<file path="config.mk">
export PLATFORM = sky130hd
export DESIGN_NAME = interval_timer
export DESIGN_NICKNAME = d
export VERILOG_FILES = /design/src/rtl/pit_pkg.sv /design/src/rtl/pit_decode.sv /design/src/rtl/pit_channel.sv /design/src/rtl/interval_timer.sv
export SDC_FILE = /design/constraint.sdc
export NUM_CORES = 1
export LEC_CHECK = 0
export BUFFER_PORTS_ARGS = -buffer_cell sky130_fd_sc_hd__buf_2
export CAP_MARGIN = 20
export CORE_MARGIN = 8
export CORE_UTILIZATION = 46
export DETAILED_ROUTE_END_ITERATION = 12
export HOLD_SLACK_MARGIN = 0.06
export PLACE_DENSITY = 0.61
export SLEW_MARGIN = 20
export SYNTH_ARGS = -nofsm -noshare
export SYNTH_HDL_FRONTEND = slang
export SYNTH_SLANG_ARGS = --single-unit
</file>
<file path="constraint.sdc">
create_clock -name clk_i -period 2.8 [get_ports clk_i]
set_input_delay 0 -clock clk_i [delete_from_list [all_inputs] [get_ports clk_i]]
set_output_delay 0 -clock clk_i [all_outputs]
set_load 0.01 [all_outputs]
</file>
<file path="src/rtl/pit_pkg.sv">
package pit_pkg;
  localparam int NUM_CH   = 3;
  localparam int BYTE_W   = 8;
  localparam int CNT_W    = 2 * BYTE_W;
  localparam int GATED_CH = 2;

  typedef enum logic [1:0] {
    ACC_LATCH = 2'd0,
    ACC_LO    = 2'd1,
    ACC_HI    = 2'd2,
    ACC_WORD  = 2'd3
  } acc_e;

  localparam logic [1:0] ADDR_CTRL = 2'd3;
  localparam logic [2:0] OPM_RATE  = 3'd2;
  localparam int         OUT_BIT   = 5;
endpackage

</file>
<file path="src/rtl/pit_decode.sv">
module pit_decode
  import pit_pkg::*;
(
  input  logic                clk_i,
  input  logic                rst_ni,
  input  logic [1:0]          addr_i,
  input  logic                wr_i,
  input  logic                rd_i,
  input  logic [BYTE_W-1:0]   wdata_i,
  output logic [NUM_CH-1:0]   ctrl_wr_o,
  output logic [NUM_CH-1:0]   latch_o,
  output logic [NUM_CH-1:0]   data_wr_o,
  output logic [NUM_CH-1:0]   data_rd_o,
  output acc_e                acc_o,
  output logic                rate_o
);
  logic       is_ctrl;
  logic       is_rb;
  logic [1:0] ch_sel;

  assign is_ctrl = wr_i && (addr_i == ADDR_CTRL);
  assign ch_sel  = wdata_i[7:6];
  assign is_rb   = (ch_sel == 2'd3);
  assign acc_o   = acc_e'(wdata_i[5:4]);
  assign rate_o  = (wdata_i[3:1] == OPM_RATE);

  for (genvar i = 0; i < NUM_CH; i++) begin : g_ch
    logic hit;
    assign hit          = is_ctrl && !is_rb && (ch_sel == 2'(i));
    assign ctrl_wr_o[i] = hit && (wdata_i[5:4] != 2'd0);
    assign latch_o[i]   = (hit && (wdata_i[5:4] == 2'd0)) ||
                          (is_ctrl && is_rb && !wdata_i[5] && wdata_i[i+1]);
    assign data_wr_o[i] = wr_i && (addr_i == 2'(i));
    assign data_rd_o[i] = rd_i && (addr_i == 2'(i));
  end

  assert_one_ch_R2: assert property (@(posedge clk_i) disable iff (!rst_ni)
    $onehot0(ctrl_wr_o) && !(|(ctrl_wr_o & latch_o)));
endmodule

</file>
<file path="src/rtl/pit_channel.sv">
module pit_channel
  import pit_pkg::*;
(
  input  logic              clk_i,
  input  logic              rst_ni,
  input  logic              tick_en_i,
  input  logic              ctrl_wr_i,
  input  acc_e              acc_i,
  input  logic              rate_i,
  input  logic              latch_i,
  input  logic              data_wr_i,
  input  logic              data_rd_i,
  input  logic [BYTE_W-1:0] wdata_i,
  output logic [BYTE_W-1:0] rdata_o,
  output logic              out_o
);
  acc_e             acc_q;
  logic             rate_q, pend_q, run_q, wff_q, rff_q, lat_q, out_q;
  logic [CNT_W-1:0] cnt_q, rld_q, latv_q, rd_val;
  logic             rd_hi;

  always_ff @(posedge clk_i or negedge rst_ni) begin
    if (!rst_ni) begin
      acc_q  <= ACC_WORD;
      rate_q <= 1'b0;
      pend_q <= 1'b0;
      run_q  <= 1'b0;
      wff_q  <= 1'b0;
      rff_q  <= 1'b0;
      lat_q  <= 1'b0;
      out_q  <= 1'b0;
      cnt_q  <= '0;
      rld_q  <= '0;
      latv_q <= '0;
    end else begin
      if (tick_en_i) begin
        if (pend_q) begin
          cnt_q  <= rld_q;
          pend_q <= 1'b0;
          run_q  <= 1'b1;
        end else if (run_q) begin
          if (rate_q) begin
            if (cnt_q == CNT_W'(1)) begin
              cnt_q <= rld_q;
              out_q <= 1'b1;
            end else begin
              cnt_q <= cnt_q - 1'b1;
              if (cnt_q == CNT_W'(2)) out_q <= 1'b0;
            end
          end else begin
            cnt_q <= cnt_q - 1'b1;
            if (cnt_q == CNT_W'(1)) out_q <= 1'b1;
          end
        end
      end

      if (latch_i && !lat_q) begin
        lat_q  <= 1'b1;
        latv_q <= cnt_q;
      end

      if (data_rd_i) begin
        if (acc_q == ACC_WORD) begin
          rff_q <= ~rff_q;
          if (rff_q) lat_q <= 1'b0;
        end else begin
          lat_q <= 1'b0;
        end
      end

      if (data_wr_i) begin
        out_q <= rate_q;
        unique case (acc_q)
          ACC_LO: begin
            rld_q  <= {{BYTE_W{1'b0}}, wdata_i};
            pend_q <= 1'b1;
            run_q  <= 1'b0;
          end
          ACC_HI: begin
            rld_q  <= {wdata_i, {BYTE_W{1'b0}}};
            pend_q <= 1'b1;
            run_q  <= 1'b0;
          end
          default: begin
            if (!wff_q) begin
              rld_q[BYTE_W-1:0] <= wdata_i;
              wff_q  <= 1'b1;
              pend_q <= 1'b0;
              run_q  <= 1'b0;
            end else begin
              rld_q[CNT_W-1:BYTE_W] <= wdata_i;
              wff_q  <= 1'b0;
              pend_q <= 1'b1;
            end
          end
        endcase
      end

      if (ctrl_wr_i) begin
        acc_q  <= acc_i;
        rate_q <= rate_i;
        wff_q  <= 1'b0;
        rff_q  <= 1'b0;
        lat_q  <= 1'b0;
        run_q  <= 1'b0;
        pend_q <= 1'b0;
        out_q  <= rate_i;
      end
    end
  end

  assign rd_val  = lat_q ? latv_q : cnt_q;
  assign rd_hi   = (acc_q == ACC_HI) || ((acc_q == ACC_WORD) && rff_q);
  assign rdata_o = rd_hi ? rd_val[CNT_W-1:BYTE_W] : rd_val[BYTE_W-1:0];
  assign out_o   = out_q;

  assert_out_hold_R4: assert property (@(posedge clk_i) disable iff (!rst_ni)
    (!rate_q && out_q && !ctrl_wr_i && !data_wr_i) |=> out_q);

  assert_rate_pulse_R5: assert property (@(posedge clk_i) disable iff (!rst_ni)
    (rate_q && run_q && !out_q && tick_en_i && !ctrl_wr_i && !data_wr_i) |=> out_q);

  assert_latch_stable_R7: assert property (@(posedge clk_i) disable iff (!rst_ni)
    (lat_q && !data_rd_i && !ctrl_wr_i) |=> (lat_q && $stable(latv_q)));

  assert_hold_no_tick_R9: assert property (@(posedge clk_i) disable iff (!rst_ni)
    (!tick_en_i && !ctrl_wr_i) |=> $stable(cnt_q));

  assert_ctrl_clear_R4: assert property (@(posedge clk_i) disable iff (!rst_ni)
    ctrl_wr_i |=> (!run_q && !pend_q && !wff_q && !lat_q));
endmodule

</file>
<file path="src/rtl/interval_timer.sv">
module interval_timer
  import pit_pkg::*;
(
  input  logic              clk_i,
  input  logic              rst_ni,
  input  logic              tick_i,
  input  logic              gate2_i,
  input  logic [1:0]        addr_i,
  input  logic              wr_i,
  input  logic              rd_i,
  input  logic [BYTE_W-1:0] wdata_i,
  output logic [BYTE_W-1:0] rdata_o,
  output logic [NUM_CH-1:0] out_o
);
  logic [NUM_CH-1:0]             ctrl_wr, latch, data_wr, data_rd, tick_en;
  logic [NUM_CH-1:0][BYTE_W-1:0] ch_rdata;
  acc_e                          acc;
  logic                          rate;

  pit_decode u_dec (
    .clk_i     (clk_i),
    .rst_ni    (rst_ni),
    .addr_i    (addr_i),
    .wr_i      (wr_i),
    .rd_i      (rd_i),
    .wdata_i   (wdata_i),
    .ctrl_wr_o (ctrl_wr),
    .latch_o   (latch),
    .data_wr_o (data_wr),
    .data_rd_o (data_rd),
    .acc_o     (acc),
    .rate_o    (rate)
  );

  for (genvar i = 0; i < NUM_CH; i++) begin : g_ch
    if (i == GATED_CH) begin : g_gated
      assign tick_en[i] = tick_i && gate2_i;
    end else begin : g_free
      assign tick_en[i] = tick_i;
    end

    pit_channel u_ch (
      .clk_i     (clk_i),
      .rst_ni    (rst_ni),
      .tick_en_i (tick_en[i]),
      .ctrl_wr_i (ctrl_wr[i]),
      .acc_i     (acc),
      .rate_i    (rate),
      .latch_i   (latch[i]),
      .data_wr_i (data_wr[i]),
      .data_rd_i (data_rd[i]),
      .wdata_i   (wdata_i),
      .rdata_o   (ch_rdata[i]),
      .out_o     (out_o[i])
    );
  end

  always_comb begin
    rdata_o = '0;
    if (addr_i == ADDR_CTRL) rdata_o[OUT_BIT] = out_o[GATED_CH];
    else                     rdata_o = ch_rdata[addr_i];
  end
endmodule

</file>
* Word level (Yosys, flattened, before mapping)
Cells that the tools add are included.
Operators by class: order comparisons 1, divide/modulo/power cells 0, reduce and logical (&&, ||, !) cells 92, add/sub/neg operators 3, multiplexer cells 127, equality and inequality tests 31, bitwise operators 3, shift-type cells 0, multiply operators 0
Operators by type and width (count):
- 2-to-1 mux 16 bit | 15
- 2-to-1 mux 1 bit | 96
- case mux 16 bit (2 select lines) | 3
- 2-to-1 mux 8 bit | 10
- == test 16 x 1 -> 1 bit (second input constant) | 3
- == test 16 x 2 -> 1 bit (second input constant) | 3
- subtractor 16 x 1 -> 16 bit (second input constant) | 3
- AND reduction 2 bit | 15
- logical AND 1 bit | 29
- nonzero test 3 bit | 9
- nonzero test 2 bit | 13
- nonzero test 4 bit | 6
- == test 2 bit (second input constant) | 10
- binary-select mux 8 bit (select 2 bit) | 1
- AND reduction 5 bit | 3
- == test 2 x 1 -> 1 bit (second input constant) | 5
- != test 3 x 1 -> 1 bit (second input constant) | 3
- != test 3 bit (second input constant) | 3
- logical NOT 2 bit | 3
- logical OR 1 bit | 6
- != test 2 x 1 -> 1 bit (second input constant) | 3
- OR reduction 2 bit | 3
- logical NOT 1 bit | 5
- 2-to-1 mux 5 bit | 1
- 4 further kinds | 6
Storage, ports and cells: memory bits (writable) 0, bits in read-only memories 0, latch bits 0, logic and storage cells 293, memories 0, bits in registers 171, output and inout port bits 11, input port bits 16

* Depth between registers and ports, before layout
Gate-level depths: netlist of the first run.
depth in word-level cells 12, gate-level depth with buffers 8, depth with buffers taken out 7

* By module
From an unflattened synthesis of the first run, not the netlist that was laid out.
Unflattened totals: cells, all modules 954, area total of the unflattened synthesis 9496.6 um^2
Modules (own cells, without submodules):
- pit_channel (g_ch[2].u_ch) | times used 1, cells an instance 309, area each 3094.2 um^2, seq. area each 1428.9 um^2
- pit_channel (g_ch[1].u_ch) | times used 1, cells an instance 300, area each 3060.4 um^2, seq. area each 1428.9 um^2
- pit_channel (g_ch[0].u_ch) | times used 1, cells an instance 300, area each 2977.9 um^2, seq. area each 1428.9 um^2
- interval_timer | times used 1, cells an instance 20, area each 187.7 um^2, seq. area each 0.0 um^2
- pit_decode | times used 1, cells an instance 25, area each 176.4 um^2, seq. area each 0.0 um^2

* Least setup slack after synthesis of the first run
OpenSTA, ideal clock, no wires.
kind register -> register, start register g_ch[1].u_ch.cnt_q[1], end register g_ch[1].u_ch.cnt_q[13], arrival 2.059 ns, buffers on the path 1, setup slack 0.615 ns, period minus slack after synthesis 2.185 ns, stages on the path, launching flop included 6, setup time 0.126 ns, required time 2.674 ns, cells stage by stage dfrtp_1 -> or4_1 -> clkbuf_2 -> or3_4 -> or3_1 -> a311o_1
Between the ends: word-level cells in the longest chain between the ends 5, elaborated cells on any way between the ends 6, those cells by class add/sub (1); eq/ne (1); mux (4)
Ends and longest elaborated chain:
- from (decl) | RTL line pit_channel.sv:19 | logic [CNT_W-1:0] cnt_q, rld_q, latv_q, rd_val;
- from (signal assigned) | RTL line pit_channel.sv:38 | cnt_q <= rld_q;
- from (signal assigned) | RTL line pit_channel.sv:44 | cnt_q <= rld_q;
- from (signal assigned) | RTL line pit_channel.sv:47 | cnt_q <= cnt_q - 1'b1;
- subtractor 16 x 1 -> 16 bit or == test 16 x 1 -> 1 bit (tied branches) | RTL line pit_channel.sv:47, pit_channel.sv:51, pit_channel.sv:43
- 2-to-1 mux 16 bit | RTL line pit_channel.sv:43 | if (cnt_q == CNT_W'(1)) begin
- 2-to-1 mux 16 bit * | RTL line pit_channel.sv:42 | if (rate_q) begin
- 2-to-1 mux 16 bit * | RTL line pit_channel.sv:41 | end else if (run_q) begin
- 2-to-1 mux 16 bit * | RTL line pit_channel.sv:37 | if (pend_q) begin
Every way passes the cells marked *; elsewhere a longest branch is shown, timed or not. The select of a mux whose other input is x is not followed. A chain may end at the register's enable or synchronous reset.

* Final worst setup path of the first run
start register g_ch[1].u_ch.acc_q[0], end output rdata_o[5]
Between the ends: word-level cells in the longest chain between the ends 7, elaborated cells on any way between the ends 8, those cells by class eq/ne (2); mux (4); reduce/logical (2)
Ends and longest elaborated chain:
- from (decl) | RTL line pit_channel.sv:17 | acc_e acc_q;
- from (signal assigned) | RTL line pit_channel.sv:100 | acc_q <= acc_i;
- == test 2 bit | RTL line pit_channel.sv:113 | assign rd_hi = (acc_q == ACC_HI) || ((acc_q == ACC_WORD) && rff_q);
- logical AND 1 bit | RTL line pit_channel.sv:113
- logical OR 1 bit * | RTL line pit_channel.sv:113
- 2-to-1 mux 8 bit * | RTL line pit_channel.sv:114 | assign rdata_o = rd_hi ? rd_val[CNT_W-1:BYTE_W] : rd_val[BYTE_W-1:0];
- binary-select mux 8 bit (select 2 bit) * | RTL line interval_timer.sv:61 | else rdata_o = ch_rdata[addr_i];
- 2-to-1 mux 8 bit (implied by the code) * | RTL line interval_timer.sv:61
- 2-to-1 mux 1 bit * | RTL line interval_timer.sv:60 | if (addr_i == ADDR_CTRL) rdata_o[OUT_BIT] = out_o[GATED_CH];
- to (decl) | RTL line interval_timer.sv:12 | output logic [BYTE_W-1:0] rdata_o,
Marks and branches as above.

==> results of run 1 <==
==> area by class of cell <==
cell class | instances | area (µm²) | share of cell area [%]
Clock buffer | 18 | 429.2 | 4.073
Clock inverter | 13 | 200.2 | 1.900
Inverter | 26 | 97.59 | 0.9261
Multi-Input combinational cell | 676 | 4622 | 43.86
Sequential cell | 171 | 4287 | 40.68
Tap cell | 270 | 337.8 | 3.206
Timing Repair Buffer | 75 | 564.3 | 5.355
==> cells by family (layout without fill, tap and decap cells) <==
family	count (synthesis)	in the layout	share of synthesized area [%]
AOI/OAI and AO/OA	196	196	13.96
xor gates and xnor gates	6	6	0.5665
adders and majority gates	18	18	2.428
buffers and inverters	90	132	4.059
DFF	171	171	46.20
muxes	96	96	14.32
and+or+nand+nor	360	360	18.46
==> registers in the layout (all words and copies together) (netlist names) <==
| signal | count |
|---|---|
| g_ch.u_ch.latv_q | 48 |
| g_ch.u_ch.cnt_q | 48 |
| g_ch.u_ch.acc_q | 6 |
| g_ch.u_ch.lat_q | 3 |
| g_ch.u_ch.run_q | 3 |
| g_ch.u_ch.rld_q | 48 |
| g_ch.u_ch.out_o | 3 |
| g_ch.u_ch.rate_q | 3 |
| g_ch.u_ch.wff_q | 3 |
| g_ch.u_ch.rff_q | 3 |
| g_ch.u_ch.pend_q | 3 |
==> layer usage <==
| metal | up-vias | GRT usage, % | routed length (µm) |
|---|---|---|---|
| met5 | - | 0 | 0 |
| met4 | 0 | 5.388 | 383 |
| met3 | 27 | 3.631 | 1047 |
| met2 | 180 | 32.19 | 11270 |
| met1 | 3577 | 29.14 | 11740 |
| li1 | 3438 | - | - |
==> power by group through the flow <==
stage	Clock, mW	Combinational, mW	Sequential (mW)
floorplan	0	2.18	3.97
global placement	0	2.76	4.34
detailed placement	0	2.82	4.37
CTS	2.59	2.85	4.32
global route	2.69	3.17	4.46
finish	2.55	2.82	4.34
==> worst max-delay path by stage <==
stage | depth (start not counted) | from | end | slack [ns]
2_1_floorplan | 5 | g_ch[1].u_ch.cnt_q[1]$_DFFE_PN0P_ | g_ch[1].u_ch.cnt_q[13]$_DFFE_PN0P_ | 0.62
3_3_place_gp | 5 | g_ch[1].u_ch.cnt_q[4]$_DFFE_PN0P_ | g_ch[1].u_ch.cnt_q[11]$_DFFE_PN0P_ | 0.46
3_5_place_dp | 5 | g_ch[1].u_ch.cnt_q[4]$_DFFE_PN0P_ | g_ch[1].u_ch.cnt_q[11]$_DFFE_PN0P_ | 0.39
4_1_cts | 8 | g_ch[1].u_ch.acc_q[0]$_DFFE_PN1P_ | rdata_o[5] | 0.12
5_1_grt | 8 | g_ch[1].u_ch.acc_q[0]$_DFFE_PN1P_ | rdata_o[5] | 0.007
6_report | 8 | g_ch[1].u_ch.acc_q[0]$_DFFE_PN1P_ | rdata_o[5] | 0.15
==> Yosys cell counts, types with 5 or more instances <==
master       n
a21oi_1     26
a22o_1       6
a22oi_1     15
a2bb2oi_1   15
a311o_1      5
buf_1        8
buf_2       12
buf_4        6
clkbuf_1    37
dfrtp_1    165
dfstp_2      6
ha_1        18
inv_1       26
mux2_2      51
mux2i_1     21
mux4_2      23
nand2_1    176
nand2b_1     5
nand3_1     47
nand4_1      5
nor2_1      35
nor2b_1      7
nor3_1      22
nor4_1      14
o21ai_0     78
o311ai_0     6
or2_2       10
or3_1        6
or4_1        5
==> tightest hold or removal path: stages <==
cell	delay, ns
buf_2	0.23
nor4bb_1	0.11
xnor2_1	0.13
nor2_1	0.04
==> metrics by stage <==
step | util (%) | cell area [µm²] | instances | power (mW)
after global routing | 52.58 | 10540 | 1249 | 10.32
after floorplan | - | 9278 | 937 | 6.146
after detailed placement | 48.75 | 9768 | 1204 | 7.189
final | 52.58 | 10540 | 1249 | 9.704
after CTS | 52.58 | 10540 | 1249 | 9.756
after global placement | 48.75 | 9768 | 1204 | 7.102
==> results by group, run 1 <==
Run status
  • Status: finished clean

Floorplan
  • Width of the die: 158.0 µm
  • Die area: 24,970 µm²
  • FP Rows: 52
  • Core box area: 20,040 µm²
  • Die height: 158.0 µm
  • IO Count: 27
  • Initial core utilization: 46.30%

Drt
  • Via count: 7,222
  • Post-detailed-route DRC marker count: 0
  • Routed Antenna Nets: 0
  • Routed WL per cell: 19.57 µm
  • DRT Pass-1 Iters: 5
  • Vias per cell: 5.782
  • Routed WL: 24,450 µm
  • Iteration-0 DRC count of the detailed router: 442

Clock tree
  • Latest clock arrival within the worst-skew pair: 0.42 ns
  • Number of CTS-inserted buffers: 17
  • Worst-path clk slew: 0.06 ns
  • Root Driver: clkbuf_16
  • Post-cts hold buffer count: 14
  • Maximum clock insertion buffer count: 2
  • Htree depth: 4
  • Post CTS Setup Buffer Count: 0
  • # clock sinks: 171
  • Cts repair resizes: 0
  • CTS tree: done

Global route
  • Largest net degree at the start of global routing: 78
  • Initial antenna violation count: 0
  • Global route overflow: 0
  • First-pass GRT wire length: 39,560 µm
  • Vias in the first global route: 6,970
  • GR Util All Layers: 20.62%

Setup path
  • Reg2Reg Setup Slack: 0.37 ns
  • CP peak stage delay: 0.56 ns
  • Worst path required time: 2.80 ns
  • Critical-path maximum fanout: 8
  • Bufs and invs on worst path: 3
  • R2R Path Start: g_ch[1].u_ch.cnt_q[4]$_DFFE_PN0P_
  • Worst Reg-to-Reg Cells: 5
  • Critical Path Source Type: flip-flop
  • Family with the most delay on the worst path: flip-flops
  • Crit path max-delay cell type: dfstp_2
  • Crit-path cells: inv_1 > ha_1 > a21oi_2 > buf_4 > mux4_2 > mux2i_1 > a211oi_1 > buf_2
  • CP Data Arrival Time: 2.65 ns
  • CP endpoint kind: primary output
  • Worst R2R End: g_ch[1].u_ch.cnt_q[11]$_DFFE_PN0P_
  • Setup Crit Path Kind: flip-flop to primary output

Timing
  • Max Slew Vio Count: 0
  • Rel. slew slack: 44.40%
  • Period utilization: 94.80%
  • WHS: 0.1183 ns
  • Setup ws final: 0.1455 ns
  • TNS Setup: 0 ns
  • Setup violators final: 0
  • Final worst path period need: 2.654 ns
  • Fin. Hold Viols: 0
  • Fmax: 376.7 MHz
  • Worst-margin pin slew: 0.8322 ns
  • RSZ-0062 raised after global routing: no
  • Worst Skew: 0.007844 ns

Run
  • Max cap viols: 0

Finish
  • Share of cells above drive strength 1: 19.92%
  • P&R area growth vs syn: 13.58%
  • Filler Cell Count: 1,867
  • Post-layout net count: 1,001
  • N_diodes: 0
  • Commonest non-fill, non-tap cell in the layout: nand2_1
  • Commonest non-fill, non-tap cells in the layout: nand2_1, dfrtp_1, o21ai_0, mux2_2, nand3_1

Power and ir drop
  • Power share of the sequential group: 44.7%
  • Pint: 6.315 mW
  • VDD IR-drop max: 0.0004538 V
  • Switching part of the total: 34.93%
  • Sw power: 3.389 mW
  • Clk network pwr share: 26.3%
  • Power share of the combinational group: 29.1%
  • Leak: 4.629 nW
  • PD cells: 920.9 nW/µm²

Worst hold path
  • Hold EP: g_ch[0].u_ch.rff_q$_DFFE_PN0P_
  • Worst hold start: addr_i[0]
  • Hold Crit Depth: 4
  • HP Class: input port to flip-flop

Place
  • GP Congestion: 0.8758
  • I/O Buffers: 26
  • Dpl hpwl: 17,460 µm
  • Pre-CTS WS: 0.3947 ns

Synthesis
  • Async S/R FF share, synth: 100.0%
  • Post-Syn Area: 9278 µm²
  • Post-synth EDFFs: 0
  • Top_reg_cell synth: dfrtp_1
  • Yosys top cell area share: 44.50%
  • Synth unique cells: 72
  • Sequential fraction of the synthesis area: 46.20%
  • Net count after synthesis: 971
  • Avg Cell Area, Syn: 9.901 µm²
  • Synth warnings: 0
  • Mapped Cells: 937
  • Biggest area consumer among synthesized cells: dfrtp_1
  • Ranking of synthesized cells by area: dfrtp_1, nand2_1, mux2_2
  • Number of synthesized register bits: 171
Note: power is estimated with default switching activity, not from simulation.
==> run 2: changes to the inputs <==
Settings changed: CORE_UTILIZATION 46 to 53, PLACE_DENSITY 0.61 to 0.69.
==> run 2 against run 1 <==
Worst setup slack got worse by 0.020 ns. Critical endpoint is now rdata_o[2]. Critical path depth is the same. Largest power group unchanged. Utilization grew 7.9 points. Maximum frequency decreased by 0.76%.
==> results by group, run 2 (synthesis results as in run 1) <==
Run status
  • Status: finished clean

Drt
  • DRT Pass-1 Iters: 5 (unchanged)
  • DR top layer: met4
  • Routed WL per cell: 19.67 µm (+0.50%)
  • Vias per cell: 6.037 (+4.4%)
  • Wire length on met1: 11,110 µm (-5.4%)
  • Routed WL: 23,670 µm (-3.2%)
  • Via count: 7,263 (+0.57%)
  • Met2 WL post-DR: 10,740 µm (-4.7%)
  • Routed wire length on met3: 982 µm (-6.2%)
  • Routed Antenna Nets: 0 (unchanged)
  • Iteration-0 DRC count of the detailed router: 408 (-7.7%)
  • Post-detailed-route DRC marker count: 0 (unchanged)

Floorplan
  • Initial core utilization: 53.83% (+7.5 points)
  • Width of the die: 148.3 µm (-6.1%)
  • Core box area: 17,240 µm² (-14%)
  • FP Rows: 48 (-7.7%)
  • IO Count: 27 (unchanged)
  • Die area: 21,990 µm² (-12%)
  • Die height: 148.3 µm (-6.1%)

Timing
  • WHS: 0.09097 ns (-0.02734 ns)
  • Fin. Hold Viols: 0 (unchanged)
  • Rel. slew slack: 49.40% (+5.0 points)
  • RSZ-0062 raised after global routing: no
  • Worst-margin pin slew: 0.7574 ns (-0.07485 ns)
  • Final worst path period need: 2.675 ns (+0.02043 ns)
  • Period utilization: 95.53% (+0.73 points)
  • Setup ws final: 0.1251 ns (-0.02043 ns)
  • TNS Setup: 0 ns (unchanged)
  • Fmax: 373.8 MHz (-0.76%)
  • Setup violators final: 0 (unchanged)
  • Max Slew Vio Count: 0 (unchanged)
  • Worst Skew: 0.007904 ns (+0.00005976 ns)

Finish
  • Share of cells above drive strength 1: 19.94% (+0.020 points)
  • Commonest non-fill, non-tap cells in the layout: nand2_1, dfrtp_1, o21ai_0, mux2_2, nand3_1
  • Fin area: 10,430 µm² (-1.0%)
  • Util after Layout: 60.50% (+7.9 points)
  • N_diodes: 0 (unchanged)
  • P&R area growth vs syn: 12.39%
  • Registers with the most flip-flops: g_ch.u_ch.cnt_q: 48 flops, g_ch.u_ch.latv_q: 48 flops, g_ch.u_ch.rld_q: 48 flops
  • Post-layout net count: 999 (-0.20%)
  • Commonest non-fill, non-tap cell in the layout: nand2_1
  • Non-Filler Instances: 1,203 (-3.7%)

Place
  • I/O Buffers: 26 (unchanged)
  • GP Congestion: 0.8977 (+2.5%)
  • Cell Count Post-Placement: 1,157 (-3.9%)
  • Dpl hpwl: 16,730 µm (-4.2%)
  • Pre-CTS WS: 0.4523 ns (+0.05766 ns)
  • Post-DP Area: 9697 µm² (-0.73%)

Setup path
  • Worst path required time: 2.80 ns (about the same)
  • Worst R2R End: g_ch[1].u_ch.cnt_q[11]$_DFFE_PN0P_
  • CP Data Arrival Time: 2.67 ns (+0.02 ns)
  • CP peak stage delay: 0.57 ns (about the same)
  • Reg2Reg Setup Slack: 0.39 ns (+0.02 ns)
  • CP endpoint kind: primary output
  • Worst Reg-to-Reg Cells: 5 (unchanged)
  • Crit path max-delay cell type: dfstp_2
  • Crit-path cells: inv_1 > ha_1 > a21oi_2 > buf_6 > mux4_1 > a22oi_2 > nand2_1 > buf_2
  • Setup Crit Path Kind: flip-flop to primary output
  • Critical-path maximum fanout: 8 (unchanged)
  • R2R Path Start: g_ch[1].u_ch.cnt_q[6]$_DFFE_PN0P_
  • Critical Path Source Type: flip-flop

Clock tree
  • Root Driver: clkbuf_16
  • CTS tree: done
  • Latest clock arrival within the worst-skew pair: 0.43 ns (about the same)
  • Worst-path clk slew: 0.06 ns (about the same)
  • Maximum clock insertion buffer count: 2 (unchanged)
  • Htree depth: 4 (unchanged)
  • # clock sinks: 171 (unchanged)
  • Number of CTS-inserted buffers: 17 (unchanged)

Global route
  • GR Util All Layers: 22.18% (+1.6 points)
  • Vias in the first global route: 7,106 (+2.0%)
  • Global route overflow: 0 (unchanged)
  • Initial antenna violation count: 0 (unchanged)
  • First-pass GRT wire length: 38,250 µm (-3.3%)
  • Largest net degree at the start of global routing: 79 (+1.3%)

Worst hold path
  • HP Class: input port to flip-flop
  • Hold EP: g_ch[0].u_ch.lat_q$_DFF_PN0_
  • Hold Crit Depth: 3 (-1)
  • Worst hold start: addr_i[0]

Power and ir drop
  • VDD IR-drop max: 0.0005644 V (+24%)
  • Leak: 4.609 nW (-0.43%)
  • Overall Power: 9.535 mW (-1.7%)
  • PD cells: 914.4 nW/µm² (-0.71%)

Run
  • Max cap viols: 0 (unchanged)
-- run 2: cell count changes in the layout (fill, tap and decap cells not counted), moves of 3 or more --
cell / change
bufinv_16: -4
buf_4: -3
clkbuf_8: +3
clkinvlp_4: -3
clkinv_4: +4
-- run 2: report_power, final --
group | total [mW] | internal, mW | switching, mW
sequential | 4.35 | 3.39 | 0.962
combinational | 2.86 | 1.37 | 1.49
clock | 2.33 | 1.31 | 1.02
-- run 2: metal layers --
layer / up-vias / track usage (%)
met2: 165 / 33.22
met3: 47 / 4.284
met1: 3601 / 30.63
li1: 3450 / -
met4: 0 / 10.15
met5: - / 0
-- run 2: repair_timing --
item,in CTS,in global routing
buffers inserted,0,0
endpoints found under the setup margin,0,1
hold endpoints to repair,134,0
hold buffers,14,0
gates resized for setup,0,2
-- run 2: how the worst max path moves through the flow --
stage	slack [ns]	cells after the start	startpoint	end
after floorplan	0.62	5	g_ch[1].u_ch.cnt_q[1]$_DFFE_PN0P_	g_ch[1].u_ch.cnt_q[13]$_DFFE_PN0P_
after global placement	0.48	5	g_ch[0].u_ch.cnt_q[7]$_DFFE_PN0P_	g_ch[0].u_ch.cnt_q[4]$_DFFE_PN0P_
after detailed placement	0.45	5	g_ch[1].u_ch.cnt_q[4]$_DFFE_PN0P_	g_ch[1].u_ch.cnt_q[11]$_DFFE_PN0P_
after CTS	0.04	8	g_ch[1].u_ch.acc_q[0]$_DFFE_PN1P_	rdata_o[2]
after global routing	0.03	8	g_ch[1].u_ch.acc_q[0]$_DFFE_PN1P_	rdata_o[2]
final	0.13	8	g_ch[1].u_ch.acc_q[0]$_DFFE_PN1P_	rdata_o[2]
-- run 2: layout make-up --
cell class | instances | area, µm²
multi-input combinational | 676 | 4627
clock inverter | 11 | 111.4
inverter | 26 | 97.59
sequential | 171 | 4287
timing repair buffer | 73 | 553.0
fill | 1442 | 6809
tap | 225 | 281.5
clock buffer | 21 | 470.5
-- run 2: worst max-delay path: cells and delay by family, from the launching register on --
family                   cells  cell delay (ns)
buffers and inverters        3             0.38
AO/OA/AOI/OAI                2             0.38
flip-flops                   1             0.57
adder cells (fa/ha/maj)      1             0.22
AND/OR/NAND/NOR              1             0.13
multiplexers                 1             0.57
